`src/rtl/sdw_pkg.sv`:
```
package sdw_pkg;

   localparam int IDX_INFO        = 0;
   localparam int IDX_DEBOUNCE    = 1;
   localparam int IDX_SHADOW_BASE = 4;
   localparam int SHADOW_STRIDE   = 4;
   localparam int SHADOW_FIELDS   = 3;
   localparam int PRESENT_LSB     = 16;
   localparam logic [31:0] DEBOUNCE_RST = 32'h0000_0005;

   typedef struct packed {
      logic aligned;
      logic in_wrap;
      logic in_slot;
   } sdw_dec_t;

endpackage

```
`src/rtl/sdw_addr_dec.sv`:
```
module sdw_addr_dec
   import sdw_pkg::*;
#(
   parameter int ADDR_W    = 12,
   parameter int WIN_W     = 8,
   parameter int NUM_SLOTS = 2
) (
   input  logic [ADDR_W-1:0]    addr,
   output sdw_dec_t             dec,
   output logic [NUM_SLOTS-1:0] sel
);
   localparam int PAGE_W = ADDR_W - WIN_W;

   logic [PAGE_W-1:0] page;
   logic              aligned;

   assign page    = addr[ADDR_W-1:WIN_W];
   assign aligned = (addr[1:0] == 2'b00);

   for (genvar i = 0; i < NUM_SLOTS; i++) begin : g_page
      assign sel[i] = aligned && (page == PAGE_W'(i + 1));
   end

   assign dec.aligned = aligned;
   assign dec.in_wrap = aligned && (page == '0);
   assign dec.in_slot = |sel;

endmodule

```
`src/rtl/sdw_gp_file.sv`:
```
module sdw_gp_file
   import sdw_pkg::*;
#(
   parameter int          IDX_W    = 6,
   parameter logic [31:0] INFO_RST = 32'h0003_0000
) (
   input  logic             clk,
   input  logic             rst_n,
   input  logic             we,
   input  logic [IDX_W-1:0] idx,
   input  logic [31:0]      wdata,
   output logic [31:0]      rd
);
   localparam int WORDS = 2 ** IDX_W;

   function automatic logic [31:0] rst_val(input int k);
      if (k == IDX_INFO)     return INFO_RST;
      if (k == IDX_DEBOUNCE) return DEBOUNCE_RST;
      return 32'h0;
   endfunction

   logic [31:0] mem [WORDS];

   for (genvar k = 0; k < WORDS; k++) begin : g_word
      always_ff @(posedge clk or negedge rst_n) begin
         if (!rst_n)
            mem[k] <= rst_val(k);
         else if (we && (idx == IDX_W'(k)))
            mem[k] <= wdata;
      end
   end

   assign rd = mem[idx];

endmodule

```
`src/rtl/sdw_cap_shadow.sv`:
```
module sdw_cap_shadow #(
   parameter logic [63:0] CAP_RST = 64'h0000_0007_01F8_0080,
   parameter logic [31:0] MC_RST  = 32'h0
) (
   input  logic        clk,
   input  logic        rst_n,
   input  logic        we_lo,
   input  logic        we_hi,
   input  logic        we_mc,
   input  logic [31:0] wdata,
   output logic [63:0] cap,
   output logic [31:0] mc
);
   always_ff @(posedge clk or negedge rst_n) begin
      if (!rst_n) begin
         cap <= CAP_RST;
         mc  <= MC_RST;
      end else begin
         if (we_lo) cap[31:0]  <= wdata;
         if (we_hi) cap[63:32] <= wdata;
         if (we_mc) mc         <= wdata;
      end
   end

endmodule

```
`src/rtl/sdw_irq_merge.sv`:
```
module sdw_irq_merge #(
   parameter int N = 2
) (
   input  logic         clk,
   input  logic         rst_n,
   input  logic [N-1:0] lvl,
   output logic [N-1:0] stat,
   output logic         any
);
   always_ff @(posedge clk or negedge rst_n) begin
      if (!rst_n) stat <= '0;
      else        stat <= lvl;
   end

   assign any = |stat;

endmodule

```
`src/rtl/sdw_regbank.sv`:
```
module sdw_regbank
   import sdw_pkg::*;
#(
   parameter int          ADDR_W    = 12,
   parameter int          WIN_W     = 8,
   parameter int          NUM_SLOTS = 2,
   parameter logic [63:0] CAP_RESET = 64'h0000_0007_01F8_0080,
   parameter logic [31:0] MC_RESET  = 32'h0
) (
   input  logic                    clk,
   input  logic                    rst_n,
   input  logic [ADDR_W-1:0]       bus_addr,
   input  logic                    bus_we,
   input  logic [31:0]             bus_wdata,
   output logic [31:0]             bus_rdata,
   input  logic [NUM_SLOTS-1:0]    slot_irq,
   output logic                    irq_out,
   output logic [NUM_SLOTS-1:0]    slot_sel,
   output logic                    slot_we,
   output logic [WIN_W-1:0]        slot_off,
   output logic [31:0]             slot_wdata,
   input  logic [NUM_SLOTS*32-1:0] slot_rdata
);
   localparam int IDX_W   = WIN_W - 2;
   localparam int IDX_IRQ = (2 ** IDX_W) - 1;
   localparam logic [31:0] INFO_RST =
      (32'h1 << PRESENT_LSB) | ((NUM_SLOTS == 2) ? (32'h1 << (PRESENT_LSB + 1)) : 32'h0);

   if (NUM_SLOTS < 1 || NUM_SLOTS > 2) begin : g_bad_slots
      $error("sdw_regbank: NUM_SLOTS must be 1 or 2");
   end
   if (ADDR_W <= WIN_W || (NUM_SLOTS + 1) > (2 ** (ADDR_W - WIN_W))) begin : g_bad_addr
      $error("sdw_regbank: address space too small for slot pages");
   end
   if (IDX_SHADOW_BASE + SHADOW_STRIDE * NUM_SLOTS > IDX_IRQ) begin : g_bad_win
      $error("sdw_regbank: wrapper window too small");
   end

   sdw_dec_t         dec;
   logic [IDX_W-1:0] word;
   logic             wr_wrap;
   logic             shadow_hit;
   logic             irq_hit;
   logic             gp_we;
   logic [31:0]      gp_wdata;
   logic [31:0]      gp_rd;
   logic [NUM_SLOTS-1:0] irq_stat;
   logic [63:0]      cap_q [NUM_SLOTS];
   logic [31:0]      mc_q  [NUM_SLOTS];

   sdw_addr_dec #(.ADDR_W(ADDR_W), .WIN_W(WIN_W), .NUM_SLOTS(NUM_SLOTS)) u_dec (
      .addr (bus_addr),
      .dec  (dec),
      .sel  (slot_sel)
   );

   assign word    = bus_addr[WIN_W-1:2];
   assign wr_wrap = bus_we && dec.in_wrap;
   assign irq_hit = (int'(word) == IDX_IRQ);

   always_comb begin
      shadow_hit = 1'b0;
      for (int s = 0; s < NUM_SLOTS; s++)
         for (int k = 0; k < SHADOW_FIELDS; k++)
            if (int'(word) == IDX_SHADOW_BASE + SHADOW_STRIDE * s + k)
               shadow_hit = 1'b1;
   end

   assign gp_we    = wr_wrap && !shadow_hit && !irq_hit;
   assign gp_wdata = (int'(word) == IDX_INFO) ? (bus_wdata & ~32'h1) : bus_wdata;

   sdw_gp_file #(.IDX_W(IDX_W), .INFO_RST(INFO_RST)) u_gp (
      .clk   (clk),
      .rst_n (rst_n),
      .we    (gp_we),
      .idx   (word),
      .wdata (gp_wdata),
      .rd    (gp_rd)
   );

   for (genvar s = 0; s < NUM_SLOTS; s++) begin : g_shadow
      localparam int BASE = IDX_SHADOW_BASE + SHADOW_STRIDE * s;
      sdw_cap_shadow #(.CAP_RST(CAP_RESET), .MC_RST(MC_RESET)) u_shadow (
         .clk   (clk),
         .rst_n (rst_n),
         .we_lo (wr_wrap && (int'(word) == BASE)),
         .we_hi (wr_wrap && (int'(word) == BASE + 1)),
         .we_mc (wr_wrap && (int'(word) == BASE + 2)),
         .wdata (bus_wdata),
         .cap   (cap_q[s]),
         .mc    (mc_q[s])
      );
   end

   sdw_irq_merge #(.N(NUM_SLOTS)) u_irq (
      .clk   (clk),
      .rst_n (rst_n),
      .lvl   (slot_irq),
      .stat  (irq_stat),
      .any   (irq_out)
   );

   always_comb begin
      bus_rdata = 32'h0;
      if (dec.in_wrap) begin
         bus_rdata = gp_rd;
         if (irq_hit) bus_rdata = {{(32 - NUM_SLOTS){1'b0}}, irq_stat};
         for (int s = 0; s < NUM_SLOTS; s++) begin
            if (int'(word) == IDX_SHADOW_BASE + SHADOW_STRIDE * s)     bus_rdata = cap_q[s][31:0];
            if (int'(word) == IDX_SHADOW_BASE + SHADOW_STRIDE * s + 1) bus_rdata = cap_q[s][63:32];
            if (int'(word) == IDX_SHADOW_BASE + SHADOW_STRIDE * s + 2) bus_rdata = mc_q[s];
         end
      end else begin
         for (int s = 0; s < NUM_SLOTS; s++)
            if (slot_sel[s]) bus_rdata = slot_rdata[s*32 +: 32];
      end
   end

   assign slot_we    = bus_we && dec.in_slot;
   assign slot_off   = bus_addr[WIN_W-1:0];
   assign slot_wdata = bus_wdata;

endmodule

```
`config.mk`:
```
export PLATFORM = sky130hd
export DESIGN_NAME = sdw_regbank
export DESIGN_NICKNAME = d
export VERILOG_FILES = /design/src/rtl/sdw_pkg.sv /design/src/rtl/sdw_addr_dec.sv /design/src/rtl/sdw_gp_file.sv /design/src/rtl/sdw_cap_shadow.sv /design/src/rtl/sdw_irq_merge.sv /design/src/rtl/sdw_regbank.sv
export SDC_FILE = /design/constraint.sdc
export NUM_CORES = 2
export LEC_CHECK = 0
export BUFFER_PORTS_ARGS = -buffer_cell sky130_fd_sc_hd__buf_4
export CELL_PAD_IN_SITES_DETAIL_PLACEMENT = 0
export CELL_PAD_IN_SITES_GLOBAL_PLACEMENT = 1
export CORE_MARGIN = 8
export CORE_UTILIZATION = 30
export DETAILED_ROUTE_END_ITERATION = 16
export PLACE_DENSITY = 0.58
export SYNTH_ARGS = -nofsm -noshare
export SYNTH_HDL_FRONTEND = slang
export SYNTH_SLANG_ARGS = --single-unit
```
`constraint.sdc`:
```
create_clock -name clk -period 2.4 [get_ports clk]
set_clock_uncertainty 0.15 [all_clocks]
set_input_delay 0.24 -clock clk [delete_from_list [all_inputs] [get_ports clk]]
set_output_delay 0.24 -clock clk [all_outputs]
set_load 0.005 [all_outputs]
```
; ---- Word-level counts from Yosys, hierarchy flattened
; Index checks and enable logic that the tools add are counted.
[totals]
register_bits = 2242
input_bits = 113
elab_cells = 250
[classes]
n_lt_le_gt_ge = 1
eq_ne = 72
n_mux = 20
bitwise = 1
n_reduce_logical = 85
[op_table]
columns = cell, n
row1 = $mux W32, 12
row2 = $bmux W32 S6, 1
row3 = $eq A6 B6 Y1 const B, 32
row4 = $eq A6 B5 Y1 const B, 19
row5 = $logic_and A1 B1 Y1, 77
row6 = $eq A6 B4 Y1 const B, 11
row7 = $eq A6 B3 Y1 const B, 4
row8 = $eq A6 B1 Y1 const B, 2
row9 = $eq A6 B2 Y1 const B, 2
row10 = $logic_not A6 Y1, 2
row11 = $ge A7 B7 Y1 const B, 1
row12 = $mux W1, 7
row13 = $not A6 Y7, 1
row14 = $eq A4 B1 Y1 const B, 1
row15 = $eq A4 B2 Y1 const B, 1
row16 = $logic_not A4 Y1, 1
row17 = $reduce_or A2 Y1, 2
row18 = $logic_not A1 Y1, 2
row19 = $logic_not A2 Y1, 1

; ---- Depth between registers and ports, before layout
[logic_depth]
word_depth = 12
mapped_depth = 11

; ---- Cells and area by module
; From an unflattened synthesis, not the netlist that was laid out.
[unflattened]
cells_unflattened = 6644
hier_area_um2 = 103065.1
[by_module_without_submodules]
columns = mod, n_inst, cells_per_inst, area_per_inst_um2, seq_area_each_um2
row1 = sdw_gp_file, 1, 5734, 91801.8, 51254.2
row2 = sdw_cap_shadow, 2, 204, 4047.6, 2414.8
row3 = sdw_regbank, 1, 490, 3050.4, 0.0
row4 = sdw_addr_dec, 1, 9, 61.3, 0.0
row5 = sdw_irq_merge, 1, 3, 56.3, 50.0

; ---- Worst setup path after synthesis
; OpenSTA, ideal clock, no wires.
[synth_timing]
kind = input to output
from = input bus_addr[2]
to = output bus_rdata[27]
arrival_time_ns = 2.241
required_time_ns = 2.010
slack_ns = -0.231
stages = 9
path_cell_list = buf_4 > buf_4 > buf_2 > buf_2 > mux4_2 > a221oi_1 > nor3_1 > a211oi_1 > a21oi_1
[synth_via]
elab_chain_len = 12
elab_cells_between_ends = 19
[synth_rtl]
columns = element, line_no
row1 = "start, declared", sdw_regbank.sv:12  ; input logic [ADDR_W-1:0] bus_addr,
row2 = $not A6 Y7 (not written as such), sdw_gp_file.sv:33  ; assign rd = mem[idx];
row3 = $bmux W32 S6, sdw_gp_file.sv:33
row4 = $mux W32 (not written as such) (2 in series), sdw_gp_file.sv:33
row5 = $mux W32, sdw_regbank.sv:107  ; if (irq_hit) bus_rdata = {{(32 - NUM_SLOTS){1'b0}}, irq_stat};
row6 = $mux W32, sdw_regbank.sv:109  ; if (int'(word) == IDX_SHADOW_BASE + SHADOW_STRIDE * s) bus_rdata = cap_q[s][31:0];
row7 = $mux W32, sdw_regbank.sv:110  ; if (int'(word) == IDX_SHADOW_BASE + SHADOW_STRIDE * s + 1) bus_rdata = cap_q[s][63:32];
row8 = $mux W32, sdw_regbank.sv:111  ; if (int'(word) == IDX_SHADOW_BASE + SHADOW_STRIDE * s + 2) bus_rdata = mc_q[s];
row9 = $mux W32, sdw_regbank.sv:109
row10 = $mux W32, sdw_regbank.sv:110
row11 = $mux W32 *, sdw_regbank.sv:111
row12 = $mux W32 *, sdw_regbank.sv:105  ; if (dec.in_wrap) begin
row13 = "end, declared", sdw_regbank.sv:15  ; output logic [31:0] bus_rdata,
; Every way passes the cells marked *; elsewhere a longest branch is shown, timed or not. The select of a mux whose other input is x is not followed.

; ---- Worst setup path in the final report
[layout_timing]
from = register u_gp.mem[9] (netlist name)
to = output bus_rdata[9]
[layout_via]
elab_chain_len = 11
[layout_rtl]
columns = element, line_no
row1 = "start, declared", sdw_gp_file.sv:22  ; logic [31:0] mem [WORDS];
row2 = "start signal, assigned by index", sdw_gp_file.sv:27  ; mem[k] <= rst_val(k);
row3 = "start signal, assigned by index", sdw_gp_file.sv:29  ; mem[k] <= wdata;
row4 = $bmux W32 S6, sdw_gp_file.sv:33
row5 = $mux W32 (not written as such) (2 in series), sdw_gp_file.sv:33
row6 = $mux W32, sdw_regbank.sv:107
row7 = $mux W32, sdw_regbank.sv:109
row8 = $mux W32, sdw_regbank.sv:110
row9 = $mux W32, sdw_regbank.sv:111
row10 = $mux W32, sdw_regbank.sv:109
row11 = $mux W32, sdw_regbank.sv:110
row12 = $mux W32, sdw_regbank.sv:111
row13 = $mux W32, sdw_regbank.sv:105
; No other way between the ends. The select of a mux whose other input is x is not followed.

==> impl_metrics.ini <==
[outcome]
status = complete, but fails checks
violations = negative setup slack

[synth]
synth-edff-count = 0
synth_area_um2 = 102000
postSynthAreaPerCell_um2 = 14.4
postSynthCellCount = 7090
async_flop_share_pct = 100
synth_warnings = 0
synth-seq-area-share_pct = 55.0
ys_ff_latch = 2234
syn_nets = 7203
synth_top_flop_cell = dfrtp_1
yosysUniqueCellTypes = 70

[grt]
antenna_found_initial = 13
grt_pass1_wl_mm = 473
overflow = 0
grt_usage_pct = 17.5
grt_max_degree = 113
grt_pass1_vias = 67000

[pwr]
p_sw_w = 0.0190
power_w = 0.0800
pwr-share-seq_pct = 47.4
switching_share_pct = 23.8
irDropWorstVdd_v = 0.000535
p_leak_nw = 60.7
power_density_nw_per_um2 = 649
comb_power_share_pct = 6.6
p_int_w = 0.0609
pwr-share-clk_pct = 46.1

[clock_network]
clock-sinks = 2234
cts_made_buffers = 240
clock_latency_ps = 890
clock_path_buffers = 4
clkTransAtPathRegs_ps = 60
cts_root_buf = clkbuf_16
htreeDepth = 4
cts_tree = yes

[finish]
layout_commonest_cell = dfrtp_1
final_cell_mix = dfrtp_1 (2,209), mux2_1 (1,373), buf_4 (752)
fin_nets = 7568
final_util_pct = 36.4
finalInstanceArea_um2 = 123000
area_growth_pct = 21.1
fin_cells = 12200
drive_gt1_share_pct = 33.3

[critical_path]
end_kind = primary output
path_max_fanout = 2
start_kind = register
crit_path_start = u_gp.mem[9]
r2r_start = u_gp.mem[1563]
crit_required_ps = 2010
path_class = reg -> out
worstPathArrival_ps = 3180

[timing]
tightest_slew_ps = 868
fin_crit_sh_pct = 149
slew_headroom_pct = 42.1
period_needed_ps = 3570
fmax_mhz = 280
rsz0062_at_grt = yes
setup_ws_ps = -1170
setup_violations = 32
hold_violations = 0
tns_ps = -23920
finalMaxSlewViolations = 0

[die]
io_pins = 189
initial_utilization_pct = 30.0
core_area_um2 = 339000
rows = 214
die_height_um = 598
die_width_um = 598
die_area_um2 = 358000

[place]
dp.cells = 11700
gp_congestion = 0.820
numPortBuffers = 188
placed_area_um2 = 114000
post-dp-hpwl_mm = 216

[route]
ant_nets = 0
viasPerCell = 5.06
num_vias = 61700
drt_pass1_iterations = 8
route.detailed.drc = 0
drt-initial-drc-count = 4215
wl_per_cell_um = 26.2
drt_wl_total_mm = 319

[hold_path]
hp-class = in -> reg
min_from = bus_wdata[0]

[run]
cap_violations = 0
logic make-up after synthesis:
logic type	Yosys count	synth area share, %
flip-flops	2234	55.0
AO/OA/AOI/OAI	660	4.50
multiplexers	2741	33.0
buffers and inverters	950	4.61
AND/OR/NAND/NOR	505	2.94
state kept, by name, indices dropped and copies added (netlist names):
register	count
g_shadow.u_shadow.mc	64
g_shadow.u_shadow.cap	128
u_gp.mem	2040
u_irq.stat	2
stage by stage:
| step | hold WS [ps] | setup WS, ps |
|---|---|---|
| finish | 131 | -1170 |
| detailed placement | 84.9 | -1170 |
| global placement | 92.4 | -1220 |
| floorplan | -206 | -38.0 |
| CTS | 64.9 | -1270 |
| global route | 98.0 | -1310 |
synthesized netlist by cell type (7+ instances only):
cell type | number | area share, %
dfrtp_1 | 2210 | 54
mux2_1 | 1373 | 15
mux2_2 | 591 | 6.5
clkbuf_1 | 524 | 1.9
mux2i_1 | 485 | 4.8
mux4_2 | 292 | 6.5
a22oi_1 | 250 | 1.8
buf_2 | 205 | 1.0
nand2_1 | 154 | 0.57
nand3_1 | 145 | 0.71
o21ai_0 | 111 | 0.55
a21oi_1 | 89 | 0.44
buf_4 | 85 | 0.63
buf_1 | 62 | 0.23
buf_6 | 62 | 0.69
nor2_1 | 57 | 0.21
nand3_4 | 49 | 0.84
nor3_1 | 41 | 0.20
o22ai_1 | 28 | 0.17
a222oi_1 | 27 | 0.27
o211ai_1 | 27 | 0.20
o221ai_1 | 27 | 0.23
dfstp_2 | 24 | 0.62
a41oi_1 | 20 | 0.17
nor2b_1 | 12 | 0.074
o21ai_1 | 11 | 0.054
a221oi_1 | 9 | 0.077
a31oi_1 | 9 | 0.055
a211oi_1 | 7 | 0.052
and2_1 | 7 | 0.043
nand2b_1 | 7 | 0.043
final cells by class:
| class | count | area [um^2] |
|---|---|---|
| Fill cell | 32000 | 216000 |
| Sequential cell | 2234 | 55900 |
| Multi-Input combinational cell | 3906 | 42400 |
| Timing Repair Buffer | 1066 | 11400 |
| Clock buffer | 364 | 7040 |
| Tap cell | 4536 | 5680 |
| Clock inverter | 68 | 696 |
| Inverter | 7 | 28.8 |
| Antenna cell | 4 | 10.0 |
worst max-delay path, cell delays in order, from the launching register on:
cell     delay [ps]
dfrtp_1         380
mux4_2          480
mux4_2          460
nor2b_1         140
or4_1           520
o211a_4         180
buf_6           120
power groups by stage:
stage	logic [W]	clock network, W	registers, W
final	0.00525	0.0368	0.0379
after global routing	0.00563	0.0394	0.0379
after CTS	0.00535	0.0378	0.0379
after detailed placement	0.00521	0	0.0386
after global placement	0.00514	0	0.0386
after floorplan	0.00202	0	0.0386
layer usage:
metal | GRT usage [%] | share of wire [%] | up-vias
li1 | - | - | 26600
met2 | 28.5 | 47 | 1277
met4 | 3.83 | 2.5 | 2
met1 | 25.0 | 47 | 33400
met5 | 0 | 0.0041 | -
met3 | 2.46 | 4.2 | 424
repair_timing:
action | 4_1_cts | 5_1_grt
endpoints found under the hold margin | 3875 | 0
endpoints found under the setup margin | 32 | 33
hold buffers | 39 | 0
gates resized for setup | 164 | 44
setup buffers | 8 | 3
pin swaps | 104 | 54
path summary, 6_finish.rpt:
kind / slack, ps / cells past startpoint / end
max: -1170 / 6 / bus_rdata[9]
min: 130 / 3 / g_shadow[1].u_shadow.cap[0]
max reg2reg: 1210 / 3 / u_gp.mem[1563]
min reg2reg: 220 / 0 / u_gp.mem[1749]
max in group asynchronous: 1050 / 3 / g_shadow[0].u_shadow.mc[30]
min in group asynchronous: 200 / 3 / u_gp.mem[631]
(Power assumes the default switching activity.)
